<file path="config.mk">
export PLATFORM = sky130hd
export DESIGN_NAME = ddr2_emr_decoder
export DESIGN_NICKNAME = d
export VERILOG_FILES = /design/src/rtl/ddr2_mr_pkg.sv /design/src/rtl/mr_cmd_decode.sv /design/src/rtl/mr_timer.sv /design/src/rtl/mr_regfile.sv /design/src/rtl/pasr_ctl.sv /design/src/rtl/ddr2_emr_decoder.sv
export SDC_FILE = /design/constraint.sdc
export NUM_CORES = 1
export LEC_CHECK = 0
export BUFFER_PORTS_ARGS = -buffer_cell sky130_fd_sc_hd__buf_2
export CAP_MARGIN = 10
export CORE_MARGIN = 1.5
export CORE_UTILIZATION = 54
export CTS_BUF_LIST = sky130_fd_sc_hd__clkbuf_2 sky130_fd_sc_hd__clkbuf_4 sky130_fd_sc_hd__clkbuf_8
export DETAILED_ROUTE_END_ITERATION = 8
export GPL_ROUTABILITY_DRIVEN = 0
export MAX_ROUTING_LAYER = met4
export PLACE_DENSITY = 0.95
export SYNTH_ARGS = -nofsm -noshare
export SYNTH_HDL_FRONTEND = slang
export SYNTH_SLANG_ARGS = --single-unit
export TNS_END_PERCENT = 100
</file>
<file path="constraint.sdc">
create_clock -name clk -period 5.1 [get_ports clk]
set_input_delay 1.02 -clock clk [delete_from_list [all_inputs] [get_ports clk]]
set_output_delay 1.02 -clock clk [all_outputs]
set_load 0.05 [all_outputs]
</file>
<file path="src/rtl/ddr2_mr_pkg.sv">
package ddr2_mr_pkg;

  localparam int NUM_BANKS = 8;
  localparam int NUM_REGS  = 4;

  typedef enum logic [1:0] {
    SEL_BASE = 2'd0,
    SEL_EXT1 = 2'd1,
    SEL_EXT2 = 2'd2,
    SEL_EXT3 = 2'd3
  } mr_sel_e;

  // partial-array code -> banks whose contents survive self refresh
  function automatic logic [NUM_BANKS-1:0] pasr_keep(input logic [2:0] code);
    logic [NUM_BANKS-1:0] m;
    case (code)
      3'd0:    m = 8'hFF;
      3'd1:    m = 8'h0F;
      3'd2:    m = 8'h03;
      3'd3:    m = 8'h01;
      3'd4:    m = 8'hFC;  // three-quarter setting, upper six banks
      3'd5:    m = 8'hF0;
      3'd6:    m = 8'hC0;
      default: m = 8'h80;
    endcase
    return m;
  endfunction

endpackage

</file>
<file path="src/rtl/mr_cmd_decode.sv">
module mr_cmd_decode
  import ddr2_mr_pkg::*;
(
  input  logic                 cs_n,
  input  logic                 ras_n,
  input  logic                 cas_n,
  input  logic                 we_n,
  input  logic                 cke_now,
  input  logic                 cke_prev,
  input  logic [NUM_BANKS-1:0] banks_idle,
  input  logic                 busy,
  output logic                 wr_go,
  output logic                 rej_precond,
  output logic                 rej_timing
);

  logic set_cmd;
  logic any_cmd;
  logic ready;

  always_comb begin
    set_cmd     = ~cs_n & ~ras_n & ~cas_n & ~we_n;
    any_cmd     = ~cs_n & ~(ras_n & cas_n & we_n);
    ready       = cke_now & cke_prev & (&banks_idle);
    rej_timing  = busy & any_cmd;
    wr_go       = ~busy & set_cmd & ready;
    rej_precond = ~busy & set_cmd & ~ready;
  end

endmodule

</file>
<file path="src/rtl/mr_timer.sv">
module mr_timer #(
  parameter int TMRD = 2
) (
  input  logic clk,
  input  logic rst_n,
  input  logic load,
  output logic busy
);

  localparam int CW = (TMRD < 2) ? 1 : $clog2(TMRD + 1);
  localparam logic [CW-1:0] RELOAD = CW'(TMRD - 1);

  logic [CW-1:0] cnt_q, cnt_d;

  always_comb begin
    cnt_d = cnt_q;
    if (load)              cnt_d = RELOAD;
    else if (cnt_q != '0)  cnt_d = cnt_q - 1'b1;
  end

  always_ff @(posedge clk or negedge rst_n) begin
    if (!rst_n) cnt_q <= '0;
    else        cnt_q <= cnt_d;
  end

  assign busy = (cnt_q != '0);

endmodule

</file>
<file path="src/rtl/mr_regfile.sv">
module mr_regfile
  import ddr2_mr_pkg::*;
#(
  parameter int ROW_W = 14
) (
  input  logic                           clk,
  input  logic                           rst_n,
  input  logic                           wr_go,
  input  mr_sel_e                        sel,
  input  logic [ROW_W-1:0]               wdata,
  output logic [NUM_REGS-1:0][ROW_W-1:0] regs,
  output logic                           ext2_seen
);

  for (genvar g = 0; g < NUM_REGS; g++) begin : g_reg
    logic             en;
    logic [ROW_W-1:0] q;
    assign en = wr_go && (sel == mr_sel_e'(g));
    always_ff @(posedge clk or negedge rst_n) begin
      if (!rst_n)  q <= '0;
      else if (en) q <= wdata;
    end
    assign regs[g] = q;
  end

  logic seen_q, seen_d;
  always_comb seen_d = seen_q | (wr_go && (sel == SEL_EXT2));

  always_ff @(posedge clk or negedge rst_n) begin
    if (!rst_n) seen_q <= 1'b0;
    else        seen_q <= seen_d;
  end

  assign ext2_seen = seen_q;

endmodule

</file>
<file path="src/rtl/pasr_ctl.sv">
module pasr_ctl
  import ddr2_mr_pkg::*;
(
  input  logic                 clk,
  input  logic                 rst_n,
  input  logic [2:0]           code,
  input  logic                 hot_bit,
  input  logic                 valid,
  input  logic                 sref,
  output logic [NUM_BANKS-1:0] keep,
  output logic                 hot,
  output logic [NUM_BANKS-1:0] lost
);

  logic [NUM_BANKS-1:0] lost_q, lost_d;

  always_comb begin
    keep   = valid ? pasr_keep(code) : '0;
    hot    = valid & hot_bit;
    lost_d = lost_q;
    if (sref) lost_d = lost_q | ~keep;
  end

  always_ff @(posedge clk or negedge rst_n) begin
    if (!rst_n) lost_q <= '0;
    else        lost_q <= lost_d;
  end

  assign lost = lost_q;

endmodule

</file>
<file path="src/rtl/ddr2_emr_decoder.sv">
module ddr2_emr_decoder
  import ddr2_mr_pkg::*;
#(
  parameter int ROW_W = 14,
  parameter int TMRD  = 2
) (
  input  logic             clk,
  input  logic             rst_n,
  input  logic             cke_i,
  input  logic             cs_n_i,
  input  logic             ras_n_i,
  input  logic             cas_n_i,
  input  logic             we_n_i,
  input  logic [1:0]       ba_i,
  input  logic [ROW_W-1:0] addr_i,
  input  logic [7:0]       banks_idle_i,
  input  logic             sref_enter_i,
  output logic [ROW_W-1:0] mr_base_o,
  output logic [ROW_W-1:0] mr_ext1_o,
  output logic [ROW_W-1:0] mr_ext2_o,
  output logic [ROW_W-1:0] mr_ext3_o,
  output logic             ext2_valid_o,
  output logic [7:0]       retain_mask_o,
  output logic             hot_rate_o,
  output logic             busy_o,
  output logic             err_precond_o,
  output logic             err_tmrd_o,
  output logic             warn_rsvd_o,
  output logic [7:0]       lost_o
);

  // bits of register 2 that carry meaning: code in 2:0, rate in 7
  localparam logic [ROW_W-1:0] EXT2_USED = ROW_W'(8'h87);
  localparam logic [ROW_W-1:0] EXT2_RSVD = ~EXT2_USED;

  // reset release synchroniser
  logic [1:0] rst_pipe;
  logic       rst_int_n;
  always_ff @(posedge clk or negedge rst_n) begin
    if (!rst_n) rst_pipe <= 2'b00;
    else        rst_pipe <= {rst_pipe[0], 1'b1};
  end
  assign rst_int_n = rst_pipe[1];

  logic cke_q;
  always_ff @(posedge clk or negedge rst_int_n) begin
    if (!rst_int_n) cke_q <= 1'b0;
    else            cke_q <= cke_i;
  end

  logic wr_go, rej_precond, rej_timing, busy;
  mr_sel_e sel;
  assign sel = mr_sel_e'(ba_i);

  mr_cmd_decode u_dec (
    .cs_n        (cs_n_i),
    .ras_n       (ras_n_i),
    .cas_n       (cas_n_i),
    .we_n        (we_n_i),
    .cke_now     (cke_i),
    .cke_prev    (cke_q),
    .banks_idle  (banks_idle_i),
    .busy        (busy),
    .wr_go       (wr_go),
    .rej_precond (rej_precond),
    .rej_timing  (rej_timing)
  );

  mr_timer #(.TMRD(TMRD)) u_tmr (
    .clk   (clk),
    .rst_n (rst_int_n),
    .load  (wr_go),
    .busy  (busy)
  );

  logic [NUM_REGS-1:0][ROW_W-1:0] regs;
  logic                           ext2_seen;

  mr_regfile #(.ROW_W(ROW_W)) u_rf (
    .clk       (clk),
    .rst_n     (rst_int_n),
    .wr_go     (wr_go),
    .sel       (sel),
    .wdata     (addr_i),
    .regs      (regs),
    .ext2_seen (ext2_seen)
  );

  pasr_ctl u_pasr (
    .clk     (clk),
    .rst_n   (rst_int_n),
    .code    (regs[SEL_EXT2][2:0]),
    .hot_bit (regs[SEL_EXT2][7]),
    .valid   (ext2_seen),
    .sref    (sref_enter_i),
    .keep    (retain_mask_o),
    .hot     (hot_rate_o),
    .lost    (lost_o)
  );

  // registered violation pulses
  logic errp_q, errp_d, errt_q, errt_d, warn_q, warn_d;
  always_comb begin
    errp_d = rej_precond;
    errt_d = rej_timing;
    warn_d = wr_go && (((sel == SEL_EXT2) && |(addr_i & EXT2_RSVD)) ||
                       ((sel == SEL_EXT3) && |addr_i));
  end

  always_ff @(posedge clk or negedge rst_int_n) begin
    if (!rst_int_n) begin
      errp_q <= 1'b0;
      errt_q <= 1'b0;
      warn_q <= 1'b0;
    end else begin
      errp_q <= errp_d;
      errt_q <= errt_d;
      warn_q <= warn_d;
    end
  end

  assign mr_base_o     = regs[SEL_BASE];
  assign mr_ext1_o     = regs[SEL_EXT1];
  assign mr_ext2_o     = regs[SEL_EXT2];
  assign mr_ext3_o     = regs[SEL_EXT3];
  assign ext2_valid_o  = ext2_seen;
  assign busy_o        = busy;
  assign err_precond_o = errp_q;
  assign err_tmrd_o    = errt_q;
  assign warn_rsvd_o   = warn_q;

endmodule

</file>
* Yosys cells after proc, flatten, opt, wreduce, memory -nomap -nowiden
Cells that the tools add are included.
Word-level totals: register bits 73, bits in latches 0, bits in writable memories 0, bits in read-only memories 0, bits of input ports 32, output and inout bits 78, word-level logic and storage cells 64, memories 0
Cells by class: add/subtract/negate cells 1, multipliers 0, divide/modulo/power cells 0, $lt $le $gt $ge 0, equality and inequality tests 9, shifts and indexed selects 0, mux-type cells 4, bitwise operators 23, reduce and logical (&&, ||, !) cells 15
Operators by type and width (number):
- $pmux 8 s7 | 1
- $reduce_or 14->1 | 1
- $and 1x1->1 | 13
- $reduce_or 10->1 | 1
- $eq 3x3->1 const B | 3
- $mux 8 | 1
- $not 8->8 | 1
- $or 8x8->8 | 1
- $reduce_and 8->1 | 1
- $logic_and 1x1->1 | 7
- $not 1->1 | 7
- $eq 3x2->1 const B | 2
- $eq 2x2->1 const B | 2
- $mux 2 | 2
- $reduce_bool 2->1 | 2
- $eq 3x1->1 const B | 1
- $logic_not 3->1 | 1
- $eq 2x1->1 const B | 1
- $logic_not 2->1 | 1
- $sub 2x1->2 const B | 1
- $logic_or 1x1->1 | 1
- $or 1x1->1 | 1

* Logic depth before layout (Yosys ltp)
depth after elaboration 8, depth in mapped cells 7, depth with buffers taken out 6

* By module
A second synthesis with hierarchy kept.
Unflattened totals: cells, all modules 189, area total of the unflattened synthesis 2857.7 µm²
By module, submodules not included:
- mr_regfile | times used 1, cells an instance 122, area each 2135.8 µm²
- pasr_ctl | times used 1, cells an instance 33, area each 356.6 µm²
- ddr2_emr_decoder | times used 1, cells an instance 13, area each 196.4 µm²
- mr_timer | times used 1, cells an instance 10, area each 107.6 µm²
- mr_cmd_decode | times used 1, cells an instance 11, area each 61.3 µm²

* Least setup slack after synthesis
OpenSTA, ideal clock, no wires.
path kind register to output, start point register u_rf.seen_q (netlist: u_rf.ext2_seen), end point output retain_mask_o[1], data arrival time 2782 ps, required time 4080 ps, slack 1298 ps, stages on the path, launching flop included 3, buffers on the path 0, path through dfrtp_1 -> nor2b_1 -> a21boi_0
Between the ends: cells in the longest elaborated chain, start to end 1
RTL lines:
- start: declaration | RTL line mr_regfile.sv:26 | logic seen_q, seen_d;
- start signal: assignment | RTL line mr_regfile.sv:31 | else seen_q <= seen_d;
- $mux 8 | RTL line pasr_ctl.sv:18 | keep = valid ? pasr_keep(code) : '0;
- end: declaration | RTL line ddr2_emr_decoder.sv:23 | output logic [7:0] retain_mask_o,
No other way between the ends.

* Worst setup path after layout
start point input cs_n_i, end point register u_rf.g_reg[0].q[5]
Between the ends: cells in the longest elaborated chain, start to end 7
RTL lines:
- start: declaration | RTL line ddr2_emr_decoder.sv:10 | input logic cs_n_i,
- $not 1->1 | RTL line mr_cmd_decode.sv:22 | set_cmd = ~cs_n & ~ras_n & ~cas_n & ~we_n;
- $and 1x1->1 (3 in series) | RTL line mr_cmd_decode.sv:22
- $and 1x1->1 (2 in series) | RTL line mr_cmd_decode.sv:26 | wr_go = ~busy & set_cmd & ready;
- $logic_and 1x1->1 | RTL line mr_regfile.sv:18 | assign en = wr_go && (sel == mr_sel_e'(g));
- end signal: assignment | RTL line mr_regfile.sv:21 | else if (en) q <= wdata;
- end: declaration | RTL line mr_regfile.sv:17 | logic [ROW_W-1:0] q;
No other way between the ends. A chain may end at the register's enable or synchronous reset.

==> reports/results.ini <==
[timing]
finClkSkew_ns = 0.01011
rsz0062_at_grt = no
setup_violations = 0
hold_violations = 0
tns_ns = 0
fin_crit_sh_pct = 57.72
fin_crit_ns = 2.944
timing.hold.ws_ns = 0.3181
slew_headroom_pct = 32.58
maxSlewViolCount = 0
fmax_mhz = 339.7
worst_slew_pin_slew_ns = 1.007

[synthesis]
yosys-top-cells-area = dfrtp_1 64%, mux2_2 22%, nand2b_1 2.0%
netlist_area_um2 = 2856
yosys_warnings = 0
synth_cells = 189
seq_area_frac_synth_pct = 63.95
synth_cell_types = 31
syn_area_per_cell_um2 = 15.11
ys.flop_type = dfrtp_1
synth_edf_count = 0
synth.largest_area_cell = dfrtp_1
synth_top_area_share_pct = 63.95
ys_seq_elements = 73
synth_fp_nets = 222
async_flop_share_pct = 100.0

[power_and_ir_drop]
vdd_ir_drop_max_mv = 0.2398
power_leakage_nw = 2.083
powerDensity_nw_per_um2 = 328.6

[die]
start_util_pct = 55.93
num_rows = 26
die_h_um = 75.73
pin_count = 110
core_um2 = 5107
die_w_um = 75.73
die_area_um2 = 5735

[placement]
dp_hpwl_um = 4429
io_buffer_count = 109
post_dp_cell_area_um2 = 3453
dp.cells = 362

[grt]
grt_antenna_before_repair = 0
overflow = 0
grt_pass1_vias = 1875
grt_max_degree = 43
grt_pass1_wl_um = 9163
grtUsageTotal_pct = 22.88

[route]
ant_nets = 0
post-route-drc-count = 0
vias = 1956
wl_um = 6170
drt_iter0_markers = 85
first_pass_iters = 4
routedWlPerCell_um = 16.32
viasPerCell = 5.175

[clock_tree]
cts_tree = yes
clock_sinks = 73
clkSlewWorstSetupHoldPaths_ns = 0.07
cts_made_buffers = 9
h-tree-depth = 3
hold_buffers = 0
cts_root_buffer = clkbuf_8
clock_path_buffers = 2
cts_setup_buffers = 0
clock_latency_ns = 0.33
ctsResizeCount = 0

[critical_path]
max_stage_delay_ns = 0.84
end_kind = flop
crit_start = cs_n_i
slowest_stage = nor4b_4
worst-setup-path-type = in2reg
crit_chain = buf_2, or3_4, or3_4, nor4b_4, mux2_2
arrival_ns = 3.16
path_buf_inv = 1
cp_top_family = simple AND/OR/NAND/NOR gates
cp_common_cell = or3_4
cp-start-kind = primary input
worst_ep_required_time_ns = 5.31
worstPathMaxFanout = 14
reg2reg_from = u_tmr.cnt_q[0]

[layout]
diodes = 0
drive_gt1_share_pct = 60.71
fin_area_um2 = 3677
nNetsFinal = 336
syn_to_final_growth_pct = 28.73
final_cells = 378

[outcome]
status = finished, final reports clean

[run]
drv_cap = 0

[worst_hold_path]
min_path_type = reg2async

==> power breakdown <==
group / internal, W / leakage, nW / switching [W]
logic: 0.0000341 / 1.00 / 0.0000748
clock network: 0.000294 / 0.117 / 0.000204
registers: 0.000591 / 0.965 / 0.0000103
total: 0.000919 / 2.08 / 0.000289
==> metal layers <==
metal / track usage [%] / share of wire (%) / vias up
li1: - / - / 897
met1: 28.31 / 43 / 981
met2: 36.94 / 51 / 70
met3: 4.497 / 4.9 / 8
met4: 9.524 / 1.0 / 0
met5: - / 0 / -
==> metrics by stage <==
| step | utilization (%) | power [W] | worst slack, ns |
|---|---|---|---|
| finish | 72.00 | 0.001208 | 2.156 |
| global route | 72.00 | 0.001251 | 2.049 |
| CTS | 72.00 | 0.001215 | 2.111 |
| detailed placement | 67.61 | 0.0007219 | 1.755 |
| global placement | 67.61 | 0.0007166 | 1.823 |
| floorplan | - | 0.0006810 | 1.298 |
==> flip-flops by register name, indices dropped and copies added (netlist names) <==
name / count
u_rf.g.q: 56
u_pasr.lost: 8
rst_pipe: 2
u_tmr.cnt_q: 2
cke_q: 1
err_precond_o: 1
err_tmrd_o: 1
u_rf.ext2_seen: 1
warn_rsvd_o: 1
==> final timing paths <==
check,end,slack [ns],cells past startpoint
worst min register to register,u_rf.g_reg[1].q[9],0.32,0
worst max register to register,u_rf.g_reg[0].q[5],2.46,6
worst min-delay path,u_rf.g_reg[1].q[9],0.32,0
min in group clk,rst_pipe[1],0.36,0
max in group asynchronous,u_rf.g_reg[0].q[13],3.80,1
worst max-delay path,u_rf.g_reg[0].q[5],2.16,5
==> cell usage after synthesis, types with 2 or more instances <==
library cell and number:
dfrtp_1 73, mux2_2 56, nand2b_1 9, inv_1 6, a21oi_1 3, buf_4 3
clkbuf_1 3, nand2_1 3, nand4_1 3, nand4b_1 3, o21bai_1 3, nor2_1 2
nor3_1 2, nor4_1 2, or3_4 2
==> layout make-up <==
class,instances,area (µm²)
Multi-Input combinational cell,103,962.2
Tap cell,70,87.58
Sequential cell,73,1828
Fill cell,381,1430
Clock buffer,11,145.1
Inverter,6,22.52
Clock inverter,5,78.83
Timing Repair Buffer,110,553.0
==> cell families (layout without fill, tap and decap cells) <==
kind of cell             count (synthesis)  count (layout)  synth area share [%]
flip-flops                              73              73                 63.95
multiplexers                            56              56                 22.08
AND/OR/NAND/NOR                         31              31                 7.666
AO/OA/AOI/OAI                           13              13                 3.066
buffers and inverters                   13             132                 2.365
adder cells (fa/ha/maj)                  1               1                0.4380
other                                    1               1                0.1313
XOR/XNOR                                 1               1                0.3067
==> cell usage in the layout (no fill, tap or decap), drive strengths merged, types with 6 or more instances in the layout <==
| cell type | instances |
|---|---|
| inv | 6 |
| clkbuf | 11 |
| buf | 110 |
| dfrtp | 73 |
| mux2 | 56 |
| nand2b | 9 |
No activity file was read; power rests on OpenSTA's default activity.
